--- config.mk ---
export PLATFORM = sky130hd
export DESIGN_NAME = mcyc_clken_gen
export DESIGN_NICKNAME = d
export VERILOG_FILES = /design/src/rtl/mcyc_clken_gen.sv
export SDC_FILE = /design/constraint.sdc
export NUM_CORES = 1
export LEC_CHECK = 0
export ABC_AREA = 1
export CAP_MARGIN = 20
export CORE_AREA = 3 3 86 88
export CTS_CLUSTER_SIZE = 16
export DETAILED_ROUTE_END_ITERATION = 12
export DIE_AREA = 0 0 89 91
export GPL_ROUTABILITY_DRIVEN = 0
export PLACE_DENSITY = 0.62
export RECOVER_POWER = 50
export SYNTH_ARGS = -nofsm -noshare
export SYNTH_HDL_FRONTEND = slang
export SYNTH_SLANG_ARGS = --single-unit
--- constraint.sdc ---
create_clock -name clk -period 2.2 [get_ports clk]
set_input_delay 0.44 -clock clk [delete_from_list [all_inputs] [get_ports clk]]
set_output_delay 0.44 -clock clk [all_outputs]
set_load 0.1 [all_outputs]
--- src/rtl/mcyc_clken_gen.sv ---
module mcyc_clken_gen #(
  parameter int DIV_SLOW = 12,
  parameter int DIV_FAST = 6,
  parameter int NPER     = 8
) (
  input  logic            clk,
  input  logic            rst_n,
  input  logic            reg_we,
  input  logic [1:0]      reg_addr,
  input  logic [7:0]      reg_wdata,
  output logic [7:0]      reg_rdata,
  input  logic            pll_lock_in,
  output logic            pll_bypass,
  output logic            pll_en,
  output logic            cpu_ce,
  output logic [NPER-1:0] periph_ce
);
  localparam int CW = $clog2(DIV_SLOW);
  localparam logic [CW-1:0] SLOW_M1 = CW'(DIV_SLOW - 1);
  localparam logic [CW-1:0] FAST_M1 = CW'(DIV_FAST - 1);
  localparam int NSTB = NPER + 1;

  logic [7:0] ctl0;
  logic       spi_ovr;
  logic [1:0] lock_sync;

  always_ff @(posedge clk) begin
    if (!rst_n) begin
      ctl0       <= '0;
      spi_ovr    <= 1'b0;
      pll_bypass <= 1'b0;
      pll_en     <= 1'b0;
    end else if (reg_we) begin
      case (reg_addr)
        2'd0: ctl0 <= reg_wdata;
        2'd1: spi_ovr <= reg_wdata[0];
        2'd2: {pll_bypass, pll_en} <= reg_wdata[2:1];
        default: ;
      endcase
    end
  end

  always_ff @(posedge clk) begin
    if (!rst_n) lock_sync <= '0;
    else        lock_sync <= {lock_sync[0], pll_lock_in};
  end

  wire x2 = ctl0[0];
  wire [NPER-1:0] ovr = {spi_ovr, ctl0[7:1]};

  always_comb begin
    case (reg_addr)
      2'd0:    reg_rdata = ctl0;
      2'd1:    reg_rdata = {7'd0, spi_ovr};
      2'd2:    reg_rdata = {5'd0, pll_bypass, pll_en, pll_en & lock_sync[1]};
      default: reg_rdata = 8'h00;
    endcase
  end

  logic [NSTB-1:0] stb;

  for (genvar g = 0; g < NSTB; g++) begin : g_div
    logic [CW-1:0] cnt;
    logic          ce_q;
    logic          fast;
    if (g == NPER) begin : g_cpu
      assign fast = x2;
    end else begin : g_per
      assign fast = x2 & ~ovr[g];
    end
    always_ff @(posedge clk) begin
      if (!rst_n) begin
        cnt  <= '0;
        ce_q <= 1'b0;
      end else begin
        ce_q <= (cnt == '0);
        cnt  <= (cnt == '0) ? (fast ? FAST_M1 : SLOW_M1) : cnt - 1'b1;
      end
    end
    assign stb[g] = ce_q;
  end

  assign periph_ce = stb[NPER-1:0];
  assign cpu_ce    = stb[NPER];
endmodule

==> key figures <==
Outcome
  – Status: finished, final reports clean

Setup path
  – Arr. time, crit path: 1.69 ns
  – Critical Path End Type: primary output
  – Reg-to-reg startpoint: g_div[3].cnt[0]$_SDFF_PN0_
  – Worst setup startpoint: reg_addr[1]
  – CP Max Fanout: 8
  – Critical Path RT: 1.76 ns
  – CP Launch Type: input port
  – R2r setup slk: 0.92 ns
  – R2R depth: 7
  – Reg-to-Reg End: g_div[3].cnt[1]$_SDFF_PN0_
  – Critical path class: in -> out

Drt
  – Vias/cell: 4.575
  – Drt drc: 0
  – Routed Wire Length: 4.930 mm
  – Via count: 2141
  – Drt first pass iters: 4
  – Wire per inst: 10.53 um
  – DRT iter0 DRCs: 66
  – Final ANT Viol Nets: 0

Floorplanning
  – FP Rows: 30
  – Starting Density: 0.3981
  – Die height: 91 um
  – Core Region: 6719 um2
  – Die width: 89 um
  – Die area: 8099 um2
  – IO Count: 33

Final layout
  – Most frequent cells in the layout: inv_1 (70), dfxtp_1 (58), nand2_1 (53)
  – Area Growth Syn to Fin: 25.44%
  – Inserted Diodes: 0
  – Leading cell type in the layout, fill and taps excluded: inv_1
  – Area taken by multi-input logic gates: 1114 um2
  – Share of cells above drive strength 1: 0.1727
  – Filler cells: 658
  – Register Area: 1161 um2
  – Final Cell Area: 3356 um2
  – Number of nets in the layout: 406

Timing
  – Worst Slack Setup Final: 0.07380 ns
  – Worst-Margin Slew: 0.8310 ns
  – Final hold vios: 0
  – Final Max Tran Viols: 0
  – Max transition margin: 0.4451
  – Final period util: 0.9665
  – RSZ-0062 raised after global routing: no
  – Clock Skew: 0.01211 ns
  – Final setup vio count: 0
  – Final worst path period need: 2.126 ns
  – Fmax achieved: 470.3 MHz

Clock network
  – Clock Path Buffers: 2
  – Sink Count: 58
  – CTS tree: built
  – # H-tree levels: 3
  – Inserted Clock Buffers: 9
  – Worst-path clk slew: 0.06 ns
  – Clk_lat worst skew: 0.34 ns
  – Root Buffer: clkbuf_8

Placed design
  – IO Port Bufs: 32
  – Post-place setup slack: -0.01575 ns
  – Post-DP HPWL: 3.673 mm
  – Placed Area: 3151 um2

Synth
  – Synth Register Bits: 58
  – Mean post-synth cell area: 7.709 um2
  – Sequential cell area fraction in the yosys report: 0.4341
  – Number of synthesized flops with an enable pin: 0
  – Synth Net Count: 370
  – Syn Std Cell Area: 2675 um2
  – Ys Warns: 0
  – Netlist cell types: 21
  – Cells after Synth: 347
  – Ys flop type: dfxtp_1
  – Async set-or-reset flop fraction in the synthesized netlist: 0

Worst hold path
  – Worst hold path type: reg -> reg
  – Hold Path Depth: 2
  – Hold Crit Start: lock_sync[0]$_SDFF_PN0_
  – Hold endpoint: lock_sync[1]$_SDFF_PN0_

Run
  – Number of max-cap violations: 0

Global routing
  – Global route total overflow: 0
  – Largest net degree at the start of global routing: 19
  – Initial antenna violation count: 0
  – Vias in the first global route: 1976
  – Global router's overall resource usage: 0.1366
  – First-pass GRT wire length: 8.528 mm

Pwr
  – Power density over cell area: 1415 nW/um2
  – Static leakage: 1.639 nW
  – VDD IR max: 0.0004163 V
-- report_power, final --
part / leakage [nW] / internal [mW] / switching (mW)
registers: 0.481 / 1.39 / 0.152
logic: 1.04 / 0.664 / 1.38
clock network: 0.120 / 0.746 / 0.416
-- routing by layer --
metal | GRT usage | wire, um
met2 | 0.2147 | 2287
met4 | 0.07816 | 138
met3 | 0.03267 | 198
met1 | 0.1673 | 2305
met5 | 0 | 0
-- how the worst max path moves through the flow --
stage                               to  slack (ns)  cells past startpoint
after global routing      reg_rdata[0]       0.003                      7
after global placement    reg_rdata[2]       -0.02                      7
after floorplan           reg_rdata[0]       -0.27                      3
after CTS                 reg_rdata[2]       -0.02                      7
after detailed placement  reg_rdata[2]       -0.02                      7
final                     reg_rdata[0]        0.07                      6
-- logic make-up after synthesis --
kind of cell / synth area share
buffers and inverters: 0.1529
adders and majority gates: 0.04210
DFF: 0.4340
AOI/OAI and AO/OA: 0.1492
and+or+nand+nor: 0.2217
-- timing repair --
action                                  4_1_cts  5_1_grt
hold buffers                                  0        0
endpoints found under the setup margin        2        3
pin swaps                                     0        1
setup buffers                                 0        0
resized for setup                             0        4
-- Yosys cell counts, types with 6 or more instances --
library cell  count  area, um2
inv_1            69      259.0
dfxtp_1          58       1161
nand2_1          54      202.7
nor2_1           47      176.4
nand3_1          18      90.09
a21oi_1          16      80.08
a21oi_2          15      131.4
o21ai_0          14      70.07
buf_4             9      67.56
ha_1              9      112.6
o211a_1           8      80.08
buf_6             6      67.56
nor2_2            6      37.54
-- through the flow --
| stage | total power [mW] | TNS [ns] | hold slack (ns) | utilization | std cells |
|---|---|---|---|---|---|
| 5_1_grt | 5.164 | 0 | 0.4566 | 0.4994 | 468 |
| 4_1_cts | 4.853 | -0.02401 | 0.4147 | 0.5035 | 468 |
| 3_5_place_dp | 3.667 | -0.02269 | 0.3998 | 0.4689 | 452 |
| 3_3_place_gp | 3.614 | -0.03884 | 0.3918 | 0.4689 | 452 |
| 6_report | 4.750 | 0 | 0.4191 | 0.4994 | 468 |
| 2_1_floorplan | 3.339 | -0.8950 | 0.3905 | - | 347 |
-- worst max-delay path, stage by stage --
cell	delay, ns
clkdlybuf4s50_1	0.44
buf_12	0.15
inv_16	0.06
nand2_8	0.07
o211ai_1	0.26
clkbuf_16	0.26
-- layout make-up --
cell class	count	area share
clock buffer	10	0.03803
clock inverter	6	0.03132
inverter	73	0.08874
multi-input combinational	201	0.3318
sequential	58	0.3460
tap	80	0.02983
timing repair buffer	40	0.1342
-- registers in the layout, summed over array words and instances (netlist names) --
name	count
pll_en	1
cpu_ce	1
g_div.cnt	36
spi_ovr	1
pll_bypass	1
lock_sync	2
ctl0	8
g_div.ce_q	8
Power figures use the tool's default switching activity.
